<file path="src/rtl/tslc_pkg.sv">
package tslc_pkg;
  localparam int CODE_W = 4;
  localparam int OPND_W = 32;
  localparam int WORD_W = CODE_W + OPND_W;

  typedef enum logic [1:0] {
    SHARE_1  = 2'd0,
    SHARE_8  = 2'd1,
    SHARE_16 = 2'd2,
    SHARE_32 = 2'd3
  } share_e;

  typedef enum logic [1:0] {
    DN_IDLE          = 2'd0,
    DN_LOAD_DIRECT   = 2'd1,
    DN_LOAD_INDIRECT = 2'd2,
    DN_END_SEGMENT   = 2'd3
  } dn_kind_e;

  // controller-to-device supervisory codes
  localparam logic [CODE_W-1:0] DN_CODE_IDLE     = 4'b1000;
  localparam logic [CODE_W-1:0] DN_CODE_LOAD_DIR = 4'b1110;
  localparam logic [CODE_W-1:0] DN_CODE_LOAD_IND = 4'b1111;
  localparam logic [CODE_W-1:0] DN_CODE_END_SEG  = 4'b1011;
  // device-to-controller idle code
  localparam logic [CODE_W-1:0] UP_CODE_NOP      = 4'b0000;
endpackage

</file>
<file path="src/rtl/tslc_slot_timer.sv">
module tslc_slot_timer
  import tslc_pkg::*;
#(
  parameter int SLOTS = 256,
  parameter int BITS  = WORD_W
) (
  input  logic                     clk,
  input  logic                     rst_n,
  input  logic                     bit_vld,
  input  logic                     frame_pulse,
  input  logic [$clog2(SLOTS)-1:0] cfg_base,
  input  share_e                   cfg_share,
  output logic                     own_now,
  output logic                     slot_first,
  output logic                     slot_last,
  output logic                     sync_err
);
  localparam int SLOT_W = $clog2(SLOTS);
  localparam int BIT_W  = $clog2(BITS);

  logic [BIT_W-1:0]  bit_cnt;   // position of the next bit
  logic [SLOT_W-1:0] slot_cnt;
  logic              locked;
  logic              own_q;

  logic              fp;
  logic              at_expected;
  logic              lock_eff;
  logic [BIT_W-1:0]  cur_bit;
  logic [SLOT_W-1:0] cur_slot;
  logic [SLOT_W-1:0] mask;
  logic              match;

  assign fp          = frame_pulse & bit_vld;
  assign at_expected = (bit_cnt == '0) && (slot_cnt == '0);
  assign lock_eff    = locked | fp;
  assign cur_bit     = fp ? '0 : bit_cnt;
  assign cur_slot    = fp ? '0 : slot_cnt;
  assign slot_first  = (cur_bit == '0);
  assign slot_last   = (cur_bit == BIT_W'(BITS - 1));

  always_comb begin
    case (cfg_share)
      SHARE_8:  mask = SLOT_W'(SLOTS / 8 - 1);
      SHARE_16: mask = SLOT_W'(SLOTS / 16 - 1);
      SHARE_32: mask = SLOT_W'(SLOTS / 32 - 1);
      default:  mask = '1;
    endcase
  end

  assign match   = (((cur_slot - cfg_base) & mask) == '0) && lock_eff;
  assign own_now = slot_first ? match : own_q;

  always_ff @(posedge clk or negedge rst_n) begin
    if (!rst_n) begin
      bit_cnt  <= '0;
      slot_cnt <= '0;
      locked   <= 1'b0;
      own_q    <= 1'b0;
      sync_err <= 1'b0;
    end else begin
      sync_err <= 1'b0;
      if (bit_vld) begin
        locked   <= lock_eff;
        sync_err <= fp && locked && !at_expected;
        if (slot_first) own_q <= match;
        if (slot_last) begin
          bit_cnt  <= '0;
          slot_cnt <= (cur_slot == SLOT_W'(SLOTS - 1)) ? '0 : cur_slot + 1'b1;
        end else begin
          bit_cnt  <= cur_bit + 1'b1;
          slot_cnt <= cur_slot;
        end
      end
    end
  end

  a_r3_count_range: assert property (@(posedge clk) disable iff (!rst_n)
    (bit_cnt < BIT_W'(BITS)) && (32'(slot_cnt) < SLOTS));

  a_r10_err_cause: assert property (@(posedge clk) disable iff (!rst_n)
    sync_err |-> $past(frame_pulse && bit_vld));

  a_r2_no_own_unlocked: assert property (@(posedge clk) disable iff (!rst_n)
    (!locked && !fp) |-> !own_now);
endmodule

</file>
<file path="src/rtl/tslc_word_shifter.sv">
module tslc_word_shifter #(
  parameter int WORD_W = 36
) (
  input  logic              clk,
  input  logic              rst_n,
  input  logic              bit_vld,
  input  logic              line_rx,
  input  logic              own_now,
  input  logic              slot_first,
  input  logic              slot_last,
  input  logic              tx_valid,
  input  logic [WORD_W-1:0] tx_word,
  output logic              tx_ready,
  output logic              line_tx,
  output logic              line_tx_vld,
  output logic              rx_fire,
  output logic [WORD_W-1:0] rx_word
);
  logic [WORD_W-1:0] tx_sr;
  logic [WORD_W-2:0] rx_sr;
  logic [WORD_W-1:0] load_word;

  assign tx_ready  = bit_vld & own_now & slot_first;
  assign load_word = tx_valid ? tx_word : '0;  // idle: code 0000, operand 0

  always_ff @(posedge clk or negedge rst_n) begin
    if (!rst_n) begin
      tx_sr       <= '0;
      rx_sr       <= '0;
      line_tx     <= 1'b0;
      line_tx_vld <= 1'b0;
      rx_fire     <= 1'b0;
      rx_word     <= '0;
    end else begin
      line_tx_vld <= bit_vld;
      rx_fire     <= 1'b0;
      if (bit_vld) begin
        if (own_now) begin
          if (slot_first) begin
            line_tx <= load_word[WORD_W-1];
            tx_sr   <= {load_word[WORD_W-2:0], 1'b0};
          end else begin
            line_tx <= tx_sr[WORD_W-1];
            tx_sr   <= {tx_sr[WORD_W-2:0], 1'b0};
          end
          rx_sr <= {rx_sr[WORD_W-3:0], line_rx};
          if (slot_last) begin
            rx_word <= {rx_sr, line_rx};
            rx_fire <= 1'b1;
          end
        end else begin
          line_tx <= line_rx;
        end
      end
    end
  end

  a_r6_fire_after_owned: assert property (@(posedge clk) disable iff (!rst_n)
    rx_fire |-> $past(bit_vld && own_now && slot_last));

  a_r8_ready_needs_bit: assert property (@(posedge clk) disable iff (!rst_n)
    tx_ready |-> bit_vld);
endmodule

</file>
<file path="src/rtl/tslc_code_decode.sv">
module tslc_code_decode
  import tslc_pkg::*;
(
  input  logic [CODE_W-1:0] code,
  output dn_kind_e          kind,
  output logic              ok
);
  always_comb begin
    ok = 1'b1;
    case (code)
      DN_CODE_IDLE:     kind = DN_IDLE;
      DN_CODE_LOAD_DIR: kind = DN_LOAD_DIRECT;
      DN_CODE_LOAD_IND: kind = DN_LOAD_INDIRECT;
      DN_CODE_END_SEG:  kind = DN_END_SEGMENT;
      default: begin
        kind = DN_IDLE;
        ok   = 1'b0;
      end
    endcase
  end
endmodule

</file>
<file path="src/rtl/tslc_loop_coupler.sv">
module tslc_loop_coupler
  import tslc_pkg::*;
#(
  parameter int SLOTS = 256
) (
  input  logic                     clk,
  input  logic                     rst_n,
  input  logic                     bit_vld,
  input  logic                     line_rx,
  input  logic                     frame_pulse,
  input  logic [$clog2(SLOTS)-1:0] cfg_base,
  input  logic [1:0]               cfg_share,
  output logic                     line_tx,
  output logic                     line_tx_vld,
  output logic                     sync_err,
  output logic                     rx_valid,
  output logic [CODE_W-1:0]        rx_code,
  output logic [OPND_W-1:0]        rx_operand,
  output logic [1:0]               rx_kind,
  output logic                     rx_code_ok,
  input  logic                     tx_valid,
  output logic                     tx_ready,
  input  logic [CODE_W-1:0]        tx_code,
  input  logic [OPND_W-1:0]        tx_operand
);
  logic              own_now;
  logic              slot_first;
  logic              slot_last;
  logic [WORD_W-1:0] rx_word;
  dn_kind_e          kind;

  tslc_slot_timer #(.SLOTS(SLOTS), .BITS(WORD_W)) timer_i (
    .clk        (clk),
    .rst_n      (rst_n),
    .bit_vld    (bit_vld),
    .frame_pulse(frame_pulse),
    .cfg_base   (cfg_base),
    .cfg_share  (share_e'(cfg_share)),
    .own_now    (own_now),
    .slot_first (slot_first),
    .slot_last  (slot_last),
    .sync_err   (sync_err)
  );

  tslc_word_shifter #(.WORD_W(WORD_W)) shifter_i (
    .clk        (clk),
    .rst_n      (rst_n),
    .bit_vld    (bit_vld),
    .line_rx    (line_rx),
    .own_now    (own_now),
    .slot_first (slot_first),
    .slot_last  (slot_last),
    .tx_valid   (tx_valid),
    .tx_word    ({tx_code, tx_operand}),
    .tx_ready   (tx_ready),
    .line_tx    (line_tx),
    .line_tx_vld(line_tx_vld),
    .rx_fire    (rx_valid),
    .rx_word    (rx_word)
  );

  assign rx_code    = rx_word[WORD_W-1:OPND_W];
  assign rx_operand = rx_word[OPND_W-1:0];

  tslc_code_decode decode_i (
    .code(rx_code),
    .kind(kind),
    .ok  (rx_code_ok)
  );

  assign rx_kind = kind;

  a_r5_repeat_foreign: assert property (@(posedge clk) disable iff (!rst_n)
    (bit_vld && !own_now) |=> (line_tx == $past(line_rx)) && line_tx_vld);

  a_r11_hold_on_gap: assert property (@(posedge clk) disable iff (!rst_n)
    !bit_vld |=> $stable(line_tx) && !line_tx_vld);

  a_r7_legal_msb: assert property (@(posedge clk) disable iff (!rst_n)
    (rx_valid && rx_code_ok) |-> rx_code[3]);
endmodule

</file>
<file path="config.mk">
export PLATFORM = sky130hd
export DESIGN_NAME = tslc_loop_coupler
export DESIGN_NICKNAME = d
export VERILOG_FILES = /design/src/rtl/tslc_pkg.sv /design/src/rtl/tslc_slot_timer.sv /design/src/rtl/tslc_word_shifter.sv /design/src/rtl/tslc_code_decode.sv /design/src/rtl/tslc_loop_coupler.sv
export SDC_FILE = /design/constraint.sdc
export NUM_CORES = 1
export LEC_CHECK = 0
export ABC_AREA = 1
export ABC_CLOCK_PERIOD_IN_PS = 7450
export BUFFER_PORTS_ARGS = -buffer_cell sky130_fd_sc_hd__buf_2
export CAP_MARGIN = 30
export CELL_PAD_IN_SITES_DETAIL_PLACEMENT = 1
export CELL_PAD_IN_SITES_GLOBAL_PLACEMENT = 1
export CORE_ASPECT_RATIO = 1.75
export CORE_MARGIN = 2
export CORE_UTILIZATION = 40
export CTS_CLUSTER_DIAMETER = 60
export DETAILED_ROUTE_END_ITERATION = 6
export GPL_ROUTABILITY_DRIVEN = 0
export GPL_TIMING_DRIVEN = 0
export PLACE_DENSITY = 0.83
export SLEW_MARGIN = 20
export SYNTH_ARGS = -nofsm -noshare
export SYNTH_HDL_FRONTEND = slang
export SYNTH_SLANG_ARGS = --single-unit
</file>
<file path="constraint.sdc">
create_clock -name clk -period 7.45 [get_ports clk]
set_input_delay 0 -clock clk [delete_from_list [all_inputs] [get_ports clk]]
set_output_delay 0 -clock clk [all_outputs]
set_load 0.01 [all_outputs]
</file>
==> results of run 1 <==
## stage by stage
stage                     hold slack [ns]  instances
after global placement             0.2550       1022
after floorplan                   -0.2956        745
final                          0.00009953       1091
after detailed placement          -0.1118       1023
after global routing              0.03137       1091
after CTS                        0.003653       1091
## cell type report
| cell class | instances | area (sq um) | area share (%) |
|---|---|---|---|
| clock inverters | 15 | 176.4 | 2.256 |
| flip-flops and latches | 126 | 3153 | 40.31 |
| multi-input cells | 497 | 2410 | 30.81 |
| inverters | 86 | 324.1 | 4.143 |
| clock buffers | 17 | 425.4 | 5.439 |
| plain buffers | 36 | 235.2 | 3.008 |
| well taps | 183 | 229.0 | 2.928 |
| repair buffers | 131 | 868.3 | 11.10 |
## layout by cell type, fill, tap and decap left out, types with 12 or more instances in the layout
master         count
clkbuf_16         17
dlygate4sd3_1     36
dfrtp_1          126
buf_6             12
o21ai_0           58
nand2_1          245
clkbuf_1          16
nor2_1            25
inv_1             84
o21ai_2           29
buf_2            101
nand3_1           22
o21ai_1           66
## path summary, 6_finish.rpt
path	to	slack (ns)	cells after the start
max in group asynchronous	timer_i.bit_cnt[3]	6.63	3
min in group asynchronous	shifter_i.rx_word[3]	0.04	2
hold reg to reg	shifter_i.rx_word[35]	0.48	2
setup / recovery	shifter_i.rx_word[7]	3.91	15
setup reg to reg	shifter_i.rx_word[7]	4.31	11
hold / removal	shifter_i.tx_sr[2]	0.0001	5
## cells by family (layout without fill, tap and decap cells)
family                     count (synthesis)  count (layout)
DFF                                      126             126
buffers and inverters                    122             285
AOI/OAI and AO/OA                        169             169
adders and majority gates                  8               8
and+or+nand+nor                          315             315
xor gates and xnor gates                   5               5
## power breakdown
| part | internal [mW] | leakage [nW] | switching, mW |
|---|---|---|---|
| Clock | 0.505 | 0.295 | 0.343 |
| Sequential | 0.753 | 1.72 | 0.0379 |
| Combinational | 0.133 | 1.78 | 0.238 |
| Total | 1.39 | 3.79 | 0.619 |
## worst max-delay path, stage by stage
cell and delay (ns):
dlygate4sd3_1 0.54, buf_2 0.19, nand2_2 0.15, buf_6 0.18, clkinv_2 0.16, nor2_1 0.20, ha_1 0.22, inv_1 0.09
nor4_1 0.67, inv_1 0.31, nor2_1 0.45, nand2_2 0.25, buf_2 0.26, nand2_1 0.09, o21ai_1 0.06
## state kept, by name, summed over array words and instances, names as in the netlist
signal and count:
timer_i.own_q 1, shifter_i.rx_sr 35, timer_i.sync_err 1, timer_i.bit_cnt 6, shifter_i.rx_fire 1, shifter_i.line_tx_vld 1
timer_i.locked 1, shifter_i.tx_sr 35, shifter_i.rx_word 36, timer_i.slot_cnt 8, shifter_i.line_tx 1
## per-layer routing
metal	global-route usage (%)	routed length, um	share of wire, %
met1	25.65	7069	39
met2	45.07	10140	56
met3	3.715	471	2.6
met4	7.307	346	1.9
met5	0	0	0
==> results.py, run 1 <==
metrics = {
    "die": {
        "fp.dieH_um": 167.7,
        "die_area_sq_um": 16350,
        "core_sq_um": 14910,
        "fp.dieW_um": 97.52,
        "rows": 59,
        "ioPinCount": 96,
        "initial_core_util_pct": 41.06,
    },
    "worst_hold_path": {
        "hold_class": "primary input to register",
        "hp-start": "tx_operand[1]",
    },
    "setup_path": {
        "r2r-start": "timer_i.bit_cnt[0]",
        "startpoint": "bit_vld",
        "start_kind": "primary input",
        "critPathRequiredTime_ns": 7.74,
        "worst_setup_path_end_kind": "register",
        "critical_path_class": "primary input to register",
        "crit_fanout": 10,
        "crit_arrival_ns": 3.84,
    },
    "detailed_routing": {
        "via_per_inst": 5.143,
        "wl_per_cell_um": 16.52,
        "drtIter0Drc": 184,
        "ant_nets": 0,
        "vias": 5611,
        "drc_errors": 0,
        "first_pass_iters": 4,
        "drt_wl_total_mm": 18.03,
    },
    "sta": {
        "layout_min_cycle_time_ns": 3.543,
        "tightest_slew_ns": 0.7501,
        "setup_viol": 0,
        "final_hold_viol_count": 0,
        "tns_ns": 0,
        "finalMaxSlewViolations": 0,
        "fin_ws_ns": 3.907,
        "rsz0062_at_grt": "no",
        "fmax_ghz": 0.2823,
        "finalCritPeriodShare_pct": 47.55,
        "slew_headroom_pct": 49.53,
        "skew_ns": 0.01161,
    },
    "synthesis": {
        "synthAdderAreaFrac_pct": 1.635,
        "synth_compound_area_share_pct": 16.10,
        "synth-async-reset-ratio_pct": 100.0,
        "synth.avg_cell_area_sq_um": 8.218,
        "synthTopCellsByCount": "nand2_1, dfrtp_1, inv_1",
        "synth_cells": 745,
        "synthFlopType": "dfrtp_1",
        "synth_edf_count": 0,
        "yosysWarningCount": 0,
        "synth-xor-area-share_pct": 0.7153,
        "synthesis.area_sq_um": 6122,
        "syn_nets": 805,
        "synth.distinct_cells": 35,
        "yosysTopAreaCellShare_pct": 51.50,
        "synth_seq_cells": 126,
        "yosysTopAreaCell": "dfrtp_1",
        "synth_mux_area_share_pct": 0,
        "synth-seq-area-share_pct": 51.50,
        "synth_top_family_by_area": "simple AND/OR/NAND/NOR gates",
        "synthTopCellsByArea": "dfrtp_1, nand2_1, o21ai_1, inv_1, o21ai_0",
        "yosysMostFrequentCell": "nand2_1",
        "synthSimpleGateAreaFrac_pct": 20.91,
    },
    "cts": {
        "cts_buffers": 17,
        "clock-sinks": 126,
        "cts_buffer_depth": 2,
        "cts_setup_buffers": 0,
        "cts_hold_buffers": 36,
        "worstSkewPairLatency_ns": 0.42,
        "cts_tree": "built",
        "ctsResizeCount": 0,
        "htreeDepth": 4,
        "clockRootBuffer": "clkbuf_16",
        "clk_pin_slew_ns": 0.06,
    },
    "power_and_ir_drop": {
        "max-vdd-ir-drop_v": 0.0001816,
        "p_total_mw": 2.010,
        "p_leak_nw": 3.792,
        "p_per_area_nw_per_um2": 256.9,
    },
    "outcome": {
        "outcome": "finished clean",
    },
    "placed_design": {
        "dp_hpwl_mm": 11.62,
        "port_buffers": 94,
        "pre_cts_ws_ns": 4.200,
        "postPlaceCellArea_sq_um": 6859,
    },
    "global_route": {
        "antenna_found_initial": 0,
        "grt_pass1_vias": 6360,
        "grt.total_usage_pct": 23.32,
        "grt_max_degree": 93,
        "gr-total-overflow": 0,
        "grt_pass1_wl_mm": 30.96,
    },
    "cells_and_area": {
        "area_growth_pct": 27.75,
        "finalInstanceArea_sq_um": 7821,
        "drive_gt1_share_pct": 20.70,
        "fin_nets": 955,
        "fillCellCount": 1836,
        "postLayoutCoreUtil_pct": 52.45,
        "n_antenna_cell": 0,
    },
    "job": {
        "drv_cap": 0,
    },
}
Power figures use the tool's default switching activity.
==> run 2, diff against run 1 <==
Settings changed: ABC_CLOCK_PERIOD_IN_PS 7450 to 3300.
Clock period 7.45 ns to 3.3 ns, I/O delays scaled along.
==> run 2 against run 1 <==
Effect of this change:
- non-clock buffer count stayed put
- first-iteration DRC count is 6.5% lower
- register-to-register slack worse by 4.0 ns
- design area is 0.13% higher
- hold slack better by 0.0042 ns
==> results.py, run 2 (synthesis results as in run 1) <==
metrics = {
    "cells_and_area": {
        "instances_no_fill": 1091,
        "fin_nets": 955,
        "drive_gt1_share_pct": 21.15,
        "finalInstanceArea_sq_um": 7831,
        "multi_input_area_sq_um": 2416,
        "n_antenna_cell": 0,
        "postLayoutCoreUtil_pct": 52.52,
        "final_common_cell": "nand2_1",
        "mostFrequentLayoutCells": "nand2_1, dfrtp_1, buf_2",
        "top_register": "shifter_i.rx_word",
        "largest_reg_flops": 36,
        "fillCellCount": 1839,
        "regArea_sq_um": 3153,
        "reg_top3": "shifter_i.rx_word (36), shifter_i.rx_sr (35), shifter_i.tx_sr (35)",
        "area_growth_pct": 27.92,
    },
    "global_route": {
        "gr-total-overflow": 0,
        "antenna_found_initial": 0,
        "grt.total_usage_pct": 23.44,
        "grt_pass1_wl_mm": 31.06,
        "grt_max_degree": 93,
        "grt_pass1_vias": 6366,
    },
    "cts": {
        "cts_tree": "built",
        "clk_pin_slew_ns": 0.06,
        "cts_buffer_depth": 2,
        "cts_buffers": 17,
        "clock-sinks": 126,
        "clockRootBuffer": "clkbuf_16",
        "htreeDepth": 4,
        "worstSkewPairLatency_ns": 0.42,
        "cts_setup_buffers": 0,
    },
    "sta": {
        "setup_viol": 0,
        "skew_ns": 0.01156,
        "tns_ns": 0,
        "slew_headroom_pct": 62.51,
        "finalMaxSlewViolations": 0,
        "fmax_ghz": 0.3311,
        "tightest_slew_ns": 0.5591,
        "rsz0062_at_grt": "no",
        "finalCritPeriodShare_pct": 91.52,
        "layout_min_cycle_time_ns": 3.020,
        "fin_ws_ns": 0.2799,
        "final_hold_viol_count": 0,
    },
    "setup_path": {
        "critical_path_class": "register to register",
        "critPathRequiredTime_ns": 3.57,
        "start_kind": "register",
        "crit_arrival_ns": 3.29,
        "crit_top_cell": "nand2_1",
        "rr_worst_depth": 20,
        "r2r-start": "timer_i.slot_cnt[2]",
        "crit_fanout": 10,
        "r2r_slack_ns": 0.28,
        "path_cells": "nand2_1 -> inv_1 -> ha_1 -> inv_1 -> o21ai_0 -> inv_1 -> o21ai_1 -> nand2_1 -> nand2_1 -> nand2_1 -> nand2_1 -> nand2_1 -> nand2_1 -> nand2_1 -> nand2_1 -> nand2_2 -> buf_6 -> buf_6 -> nand2_1 -> o21ai_0",
        "regToRegEndpoint": "shifter_i.rx_sr[17]",
        "cpPeakStageDelay_ns": 0.45,
        "cp_slowest_cell": "dfrtp_1",
        "worst_setup_path_end_kind": "register",
    },
    "placed_design": {
        "pre_cts_ws_ns": 0.04977,
        "dp_hpwl_mm": 11.62,
        "postPlaceCellArea_sq_um": 6859,
        "port_buffers": 94,
        "dp.cells": 1023,
    },
    "worst_hold_path": {
        "hp-start": "tx_operand[1]",
        "hold_depth": 5,
        "hold_class": "primary input to register",
        "min_to": "shifter_i.tx_sr[2]",
    },
    "detailed_routing": {
        "via_per_inst": 5.135,
        "first_pass_iters": 4,
        "drtIter0Drc": 172,
        "vias": 5602,
        "ant_nets": 0,
        "drt_wl_total_mm": 18.07,
        "drc_errors": 0,
        "wl_per_cell_um": 16.57,
    },
    "die": {
        "fp.dieW_um": 97.52,
        "rows": 59,
        "ioPinCount": 96,
        "die_area_sq_um": 16350,
        "core_sq_um": 14910,
        "fp.dieH_um": 167.7,
        "initial_core_util_pct": 41.06,
    },
    "power_and_ir_drop": {
        "p_per_area_nw_per_um2": 579.3,
        "max-vdd-ir-drop_v": 0.0004082,
        "p_leak_nw": 3.800,
    },
    "job": {
        "drv_cap": 0,
    },
    "outcome": {
        "outcome": "finished clean",
    },
}
run 2: cell counts in the layout (fill, tap and decap cells not counted):
Identical to the previous run, type by type.
run 2: repair_timing:
item | in CTS | in global routing
resized for setup | 0 | 7
setup endpoints to repair | 0 | 62
endpoints found under the hold margin | 163 | 0
hold buffers | 36 | 0
run 2: worst max path at each step:
stage                              startpoint              endpoint  slack [ns]  cells after the start
after floorplan           timer_i.slot_cnt[2]   shifter_i.rx_sr[16]        0.92                     20
after global placement                bit_vld  shifter_i.rx_word[0]        0.08                     14
after detailed placement              bit_vld  shifter_i.rx_word[6]        0.05                     14
after CTS                 timer_i.slot_cnt[2]   shifter_i.rx_sr[33]        0.18                     17
after global routing      timer_i.slot_cnt[2]   shifter_i.rx_sr[17]       0.003                     20
final                     timer_i.slot_cnt[2]   shifter_i.rx_sr[17]        0.28                     20
run 2: report_power, final:
part	internal, mW	total, mW	switching, mW	leakage, nW
combinational	0.301	0.840	0.539	1.78
clock	1.14	1.91	0.774	0.295
sequential	1.70	1.78	0.0847	1.72
run 2: worst max-delay path, delay by kind of cell (launching register included):
family / cells / cell delay, ns
adders and majority gates: 1 / 0.32
buffers and inverters: 5 / 0.55
and+or+nand+nor: 11 / 0.96
AOI/OAI and AO/OA: 3 / 0.58
DFF: 1 / 0.45
run 2: layout make-up:
| class | instances | share of cell area [%] |
|---|---|---|
| flip-flops and latches | 126 | 40.26 |
| multi-input cells | 497 | 30.85 |
| repair buffers | 131 | 11.09 |
| clock buffers | 17 | 5.432 |
| inverters | 86 | 4.138 |
| plain buffers | 36 | 3.052 |
| well taps | 183 | 2.924 |
| clock inverters | 15 | 2.253 |
run 2: metrics by stage:
step / hold slack [ns] / power, mW
floorplan: -0.2956 / 2.347
global placement: 0.2550 / 2.567
detailed placement: -0.1118 / 2.600
CTS: 0.003653 / 4.566
finish: 0.004295 / 4.537
global route: 0.03137 / 4.770
run 2: layer usage:
| metal | vias up | GRT usage [%] | part of all wire, % | wire length (um) |
|---|---|---|---|---|
| met5 | - | 0 | 0 | 0 |
| met4 | 0 | 7.428 | 2.0 | 360 |
| met3 | 29 | 3.840 | 2.5 | 452 |
| met2 | 93 | 45.22 | 56 | 10160 |
| met1 | 2801 | 25.75 | 39 | 7101 |
| li1 | 2679 | - | - | - |
